**src/rtl/icycle_seq.sv**
```systemverilog
module icycle_seq #(
  parameter int AW    = 8,
  parameter int DW    = 16,
  parameter int NIRQ  = 8,
  parameter int DEPTH = 4
) (
  input  logic               clk,
  input  logic               rst_n,
  input  logic               nested_mode,
  input  logic [NIRQ-1:0]    irq_req,
  input  logic [NIRQ*AW-1:0] vec_tbl,
  input  logic [DW-1:0]      mem_rdata,
  output logic               mem_rd,
  output logic               mem_wr,
  output logic [AW-1:0]      mem_addr,
  output logic [DW-1:0]      mem_wdata,
  output logic [NIRQ-1:0]    irq_ack
);
  localparam int LW   = $clog2(NIRQ + 1);
  localparam int IW   = $clog2(NIRQ);
  localparam int SPW  = $clog2(DEPTH + 1);
  localparam int IDXW = $clog2(DEPTH);
  localparam logic [7:0] OP_LOAD = 8'h01, OP_ADD = 8'h02, OP_STORE = 8'h03,
                         OP_JUMP = 8'h04, OP_RETI = 8'h05;

  typedef enum logic [2:0] {
    S_ADDR, S_FETCH, S_DEC, S_OPADDR, S_OPFETCH, S_EXEC, S_STORE, S_ICHECK
  } st_t;

  st_t             st;
  logic [AW-1:0]   pc;
  logic [DW-1:0]   ir, opnd, acc;
  logic            ien;
  logic [LW-1:0]   lvl;
  logic [SPW-1:0]  sp;

  logic [AW-1:0]   stk_pc  [DEPTH];
  logic [DW-1:0]   stk_acc [DEPTH];
  logic            stk_ien [DEPTH];
  logic [LW-1:0]   stk_lvl [DEPTH];

  wire [7:0]      opc      = ir[DW-1 -: 8];
  wire [AW-1:0]   oaddr    = ir[AW-1:0];
  wire            need_opd = (opc == OP_LOAD) || (opc == OP_ADD);
  wire [IDXW-1:0] push_idx = IDXW'(sp);
  wire [IDXW-1:0] top_idx  = IDXW'(sp - SPW'(1));

  logic          any;
  logic [IW-1:0] best;
  always_comb begin
    any  = 1'b0;
    best = '0;
    for (int i = 0; i < NIRQ; i++)
      if (irq_req[i]) begin
        any  = 1'b1;
        best = IW'(i);
      end
  end

  wire [LW-1:0] best_lvl = LW'(best) + LW'(1);
  wire take = any && ien && (sp < SPW'(DEPTH)) && (!nested_mode || best_lvl > lvl);

  assign mem_rd    = (st == S_ADDR) || (st == S_OPADDR && need_opd);
  assign mem_wr    = (st == S_STORE) && (opc == OP_STORE);
  assign mem_addr  = (st == S_ADDR) ? pc : oaddr;
  assign mem_wdata = acc;

  always_ff @(posedge clk) begin
    if (st == S_ICHECK && take) begin
      stk_pc[push_idx]  <= pc;
      stk_acc[push_idx] <= acc;
      stk_ien[push_idx] <= ien;
      stk_lvl[push_idx] <= lvl;
    end
  end

  always_ff @(posedge clk) begin
    if (!rst_n) begin
      st      <= S_ADDR;
      pc      <= '0;
      ir      <= '0;
      opnd    <= '0;
      acc     <= '0;
      ien     <= 1'b1;
      lvl     <= '0;
      sp      <= '0;
      irq_ack <= '0;
    end else begin
      irq_ack <= '0;
      case (st)
        S_ADDR:    st <= S_FETCH;
        S_FETCH: begin
          ir <= mem_rdata;
          pc <= pc + AW'(1);
          st <= S_DEC;
        end
        S_DEC:     st <= S_OPADDR;
        S_OPADDR:  st <= S_OPFETCH;
        S_OPFETCH: begin
          if (need_opd) opnd <= mem_rdata;
          st <= S_EXEC;
        end
        S_EXEC: begin
          case (opc)
            OP_LOAD: acc <= opnd;
            OP_ADD:  acc <= acc + opnd;
            OP_JUMP: pc  <= oaddr;
            OP_RETI:
              if (sp != '0) begin
                pc  <= stk_pc[top_idx];
                acc <= stk_acc[top_idx];
                ien <= stk_ien[top_idx];
                lvl <= stk_lvl[top_idx];
                sp  <= sp - SPW'(1);
              end
            default: ;
          endcase
          st <= S_STORE;
        end
        S_STORE:   st <= S_ICHECK;
        default: begin
          if (take) begin
            sp      <= sp + SPW'(1);
            pc      <= vec_tbl[best*AW +: AW];
            ien     <= nested_mode;
            lvl     <= best_lvl;
            irq_ack <= NIRQ'(1) << best;
          end
          st <= S_ADDR;
        end
      endcase
    end
  end
endmodule

```
**config.mk**
```make
export PLATFORM = sky130hd
export DESIGN_NAME = icycle_seq
export DESIGN_NICKNAME = d
export VERILOG_FILES = /design/src/rtl/icycle_seq.sv
export SDC_FILE = /design/constraint.sdc
export NUM_CORES = 1
export LEC_CHECK = 0
export ABC_AREA = 1
export CAP_MARGIN = 20
export CORE_UTILIZATION = 42
export CTS_BUF_LIST = sky130_fd_sc_hd__clkbuf_8
export DETAILED_ROUTE_END_ITERATION = 12
export GPL_TIMING_DRIVEN = 0
export PLACE_DENSITY = 0.62
export SYNTH_ARGS = -nofsm -noshare
export SYNTH_HDL_FRONTEND = slang
export SYNTH_SLANG_ARGS = --single-unit
export TNS_END_PERCENT = 20
```
**constraint.sdc**
```tcl
create_clock -name clk -period 15.2 [get_ports clk]
set_input_delay 4.56 -clock clk [delete_from_list [all_inputs] [get_ports clk]]
set_output_delay 4.56 -clock clk [all_outputs]
set_load 0.05 [all_outputs]
```
# == Yosys cells after proc, flatten, opt, wreduce, memory -nomap -nowiden ==
# Memories as Yosys holds them, arrays and structs flattened.
# Index checks and enable logic that the tools add are counted.
# totals
regBits,75
mem_bits_rw,116
input_bits,91
output_inout_bits,34
elab_cells,102
n_memories,4
# classes
add_sub_neg,5
order_cmp,2
eq_ne,17
shifts,2
muxes,37
n_bitwise,4
n_reduce_logical,22
# memory_table
name,words,word_bits,rd,rd_clocked_by_memory_dff,write_ports,line,source
stk_acc,4,16,1,0,1,38,logic [DW-1:0] stk_acc [DEPTH];
stk_pc,4,8,1,0,1,37,logic [AW-1:0] stk_pc [DEPTH];
stk_lvl,4,4,1,0,1,40,logic [LW-1:0] stk_lvl [DEPTH];
stk_ien,4,1,1,0,1,39,logic stk_ien [DEPTH];
# ops
op,count
64-bit by 7-bit indexed part select with 8-bit output,1
16-bit one-hot mux with 3 select lines,1
3-bit two-way mux,9
8-bit two-way mux,3
8-bit one-hot mux with 3 select lines,1
3-bit one-hot mux with 7 select lines,1
16-bit adder,1
8-bit by 2-bit == test with 1-bit output (second input constant),2
8-bit by 3-bit == test with 1-bit output (second input constant),2
16-bit two-way mux,1
8-bit one-hot mux with 2 select lines,1
1-bit two-way mux,14
3-bit == test (second input constant),4
4-bit two-way mux,3
3-bit nonzero test,3
9-bit OR reduction,1
8-bit by 1-bit adder with 8-bit output (second input constant),1
8-bit by 1-bit == test with 1-bit output (second input constant),1
4-bit one-hot mux with 2 select lines,1
4-bit AND reduction,2
1-bit by 3-bit left shift with 8-bit output (first input constant),1
3-bit by 2-bit == test with 1-bit output (second input constant),2
1-bit logical AND,6
3-bit one-hot mux with 2 select lines,1
20 further kinds,26

# == Logic depth before layout (Yosys ltp) ==
# logic_depth
word_depth,14
mapped_depth,22
depth_no_buf,20

# == Worst setup path before layout ==
# Ideal clock, no wire load.
# synth_path
kind,input-to-reg
startpoint,input port irq_req[3]
endpoint,memory stk_acc[0][0] (enable)
setup_ns,0.415
arrival_ns,7.782
required_ns,14.785
path_slack_ns,7.003
path_stages,14
path_buffers,1
path_cell_list,inv_1 > a21oi_1 > nor3_2 > inv_2 > clkbuf_1 > ha_1 > xor2_1 > ha_1 > nand2_1 > o21ai_0 > nand2_1 > nand2_1 > nand3_2 > nor2_1
# synth_via
elab_chain_len,12
elab_cells_between_ends,19
cone_classes,add/sub (1); order compare (1); mux (12); reduce/logical (5)
# synth_rtl
item,line,source
start: declaration,10,"input logic [NIRQ-1:0] irq_req,"
3-bit two-way mux (5 in a row),54,if (irq_req[i]) begin
3-bit by 1-bit adder with 4-bit output,60,wire [LW-1:0] best_lvl = LW'(best) + LW'(1);
4-bit > comparator,61,wire take = any && ien && (sp < SPW'(DEPTH)) && (!nested_mode || best_lvl > lvl);
1-bit logical OR,61,
1-bit logical AND *,61,
1-bit logical AND *,69,if (st == S_ICHECK && take) begin
1-bit two-way mux *,69,
1-bit two-way mux (not written as such) *,71,stk_acc[push_idx] <= acc;
end: declaration,38,
# Mark *: on every way between the ends. The rest lies on a longest branch, timed or not.

# == Worst setup path after layout ==
# layout_path
startpoint,input port irq_req[7]
endpoint,memory stk_acc[0][10] (enable)
# layout_via
elab_chain_len,8
elab_cells_between_ends,11
cone_classes,add/sub (1); order compare (1); mux (4); reduce/logical (5)
# layout_rtl
item,line
3-bit two-way mux,54
3-bit by 1-bit adder with 4-bit output,60
4-bit > comparator,61
1-bit logical OR,61
1-bit logical AND *,61
1-bit logical AND *,69
1-bit two-way mux *,69
1-bit two-way mux (not written as such) *,71
# Marks and branches as above.

==> results.ini <==
[status]
run_status=finished clean

[yosys]
syn_inst=1176
yosys_warnings=0
synthFlopType=edfxtp_1
postSynthAreaPerCell_um2=8.34
syn_nets=1297
synth_cell_types=46
synth_edf_count=116
synth-seq-cells=191
netlist_area_um2=9810
async_flop_share=0
seq_area_frac_synth=0.508

[sta]
finalClockSkew_ns=0.0218
maxSlewHeadroom=0.511
min_period_ns=8.41
report.final.slew_viol_count=0
setup-violations-final=0
worstMarginPinSlew_ns=0.733
fin_crit_sh=0.554
fmax_mhz=119
grt_setup_unrepaired=no
fin_tns_setup_ns=0
hold_viol_final=0

[cts]
clk_latency_ns=0.48
cts_sinks=191
htreeDepth=4
cts_setup_buffers=0
root_buffer=clkbuf_8
cts_resized=0
cts_buffer_depth=2
cts_buffers=17
clk_pin_slew_worst_paths_ns=0.11
ctsHoldBuffers=0
cts_tree=built

[pwr]
powerDensity_nw_per_um2=85.6
ir_drop_mv=0.0466
power_mw=1.03
leakage_nw=4.96

[die]
dieArea_um2=24000
start_util=0.431
rows=55
core-area_um2=22800
io_pins=125
die_w_um=155
die_y_um=155

[placed_design]
dp_hpwl_mm=21.7
place_congestion=0.910
dpl.cell_count=1617
portBuffers=124

[finish]
finish.utilization=0.526
final_common_cell=nand2_1
fillerInstances=2167
drive_gt1_frac=0.0659
antennaDiodeCount=0
area_delta_synth_final_pct=22.1
stdcell_count=1649
final_cell_mix=202 x nand2_1, 156 x nand3_1, 147 x inv_1
fin_nets=1444

[setup_path]
reg2reg_slack_ns=11.79
r2r_cells=13
worst-endpoint-required_ns=15.39
r2r_start=sp[0]
crit_type=in -> reg
cp_max_fo=17
worstSetupEndpointType=flip-flop
start_kind=input pin
r2r_end=mem_wdata[15]
crit_arrival_ns=8.61

[drt]
via_per_inst=5.32
first_pass_iters=7
ant_nets=0
routed-wl-met2_mm=13.1
drt-met1-wl_mm=13.7
routed.top_layer=met4
drc=0
wl_mm=29.1
first_iter_violations=681
wl_per_cell_um=17.6
vias=8765
wl_met3_mm=1.93

[worst_hold_path]
min_from=ir[15]
hold_path_class=reg -> reg
holdPathEnd=ir[15]
hold_depth=2

[grt]
track_usage=0.247
antenna_found_initial=0
grt_max_degree=21
grt_pass1_wl_mm=44.9
grt_pass1_vias=8002
grt-ovfl-total=0

[job]
cap_viol_max_count=0

layout make-up:
cell class / count / area [um2] / share of cell area
clock buffers: 17 / 234 / 0.0195
flip-flops and latches: 191 / 4980 / 0.416
clock inverters: 15 / 160 / 0.0134
inverters: 154 / 581 / 0.0485
plain buffers: 51 / 230 / 0.0192
multi-input cells: 780 / 4050 / 0.338
well taps: 313 / 392 / 0.0327
repair buffers: 128 / 1350 / 0.113
where the power goes:
group | internal (mW) | switching [mW] | total [mW] | leakage (nW)
Combinational | 0.0516 | 0.0772 | 0.129 | 3.10
Clock | 0.125 | 0.209 | 0.334 | 0.192
Sequential | 0.553 | 0.00995 | 0.563 | 1.67
Total | 0.729 | 0.296 | 1.03 | 4.96
per-layer routing:
metal,vias to the layer above,GRT usage
li1,4274,-
met1,4164,0.358
met2,300,0.387
met3,27,0.0347
met4,0,0.0622
met5,-,0
critical path: stages:
cell             delay [ns]
clkdlybuf4s50_1        0.54
nor3_2                 0.61
inv_2                  0.18
clkbuf_1               0.31
ha_1                   0.30
xor2_1                 0.19
ha_1                   0.32
nand2_1                0.05
o21ai_0                0.15
nand2_1                0.09
nand2_1                0.16
nand3_2                0.32
nor2_4                 0.56
buf_16                 0.23
state kept, by name, summed over array words and instances (netlist names):
signal and count:
irq_ack 8, lvl 4, pc 8, opnd 16
ir 16, stk_lvl 16, sp 3, stk_acc 64
stk_ien 4, st 3, mem_wdata 16, stk_pc 32
ien 1
logic make-up after synthesis:
logic type / Yosys count / synth area share
simple gates: 509 / 0.235
compound gates: 236 / 0.131
buf+inv: 205 / 0.0826
flops: 191 / 0.508
fa+ha+maj: 30 / 0.0390
xor+xnor: 5 / 0.00446
worst max path at each step:
stage	start	depth (start not counted)	slack [ns]	end
floorplan	irq_req[3]	14	7.00	stk_acc[0][0]
CTS	irq_req[7]	14	6.77	stk_acc[0][6]
finish	irq_req[7]	14	6.79	stk_acc[0][10]
detailed placement	irq_req[7]	14	6.27	stk_acc[0][15]
global placement	irq_req[7]	13	4.73	stk_acc[2][10]
global route	irq_req[7]	14	6.48	stk_acc[0][6]
synthesized netlist by cell type, types with 3 or more instances:
cell type	count	area, um2
nand2_2	5	31.3
o22ai_1	10	62.6
ha_1	29	363
xor2_1	4	35.0
nand4_1	12	75.1
clkbuf_1	36	135
nand3b_1	12	90.1
nor3_1	3	15.0
o21ai_1	4	20.0
inv_1	147	552
inv_2	4	15.0
o21ai_0	115	576
o21bai_1	5	37.5
or2_2	3	18.8
nand3_1	156	781
buf_2	10	50.1
a31oi_1	3	18.8
a21oi_1	76	380
buf_4	3	22.5
o211ai_1	6	45.0
dfxtp_1	75	1500
a21oi_2	8	70.1
nor2_1	103	387
edfxtp_1	116	3480
nand2_1	202	758
per-stage QoR:
stage | worst slack [ns] | hold WS, ns | cell area (um2)
final | 6.79 | 0.484 | 12000
after global routing | 6.48 | 0.511 | 12000
after CTS | 6.77 | 0.486 | 12000
after detailed placement | 6.27 | 0.469 | 11600
after global placement | 4.73 | 0.459 | 11400
after floorplan | 7.00 | 0.441 | 9810
No activity file was read; power rests on OpenSTA's default activity.
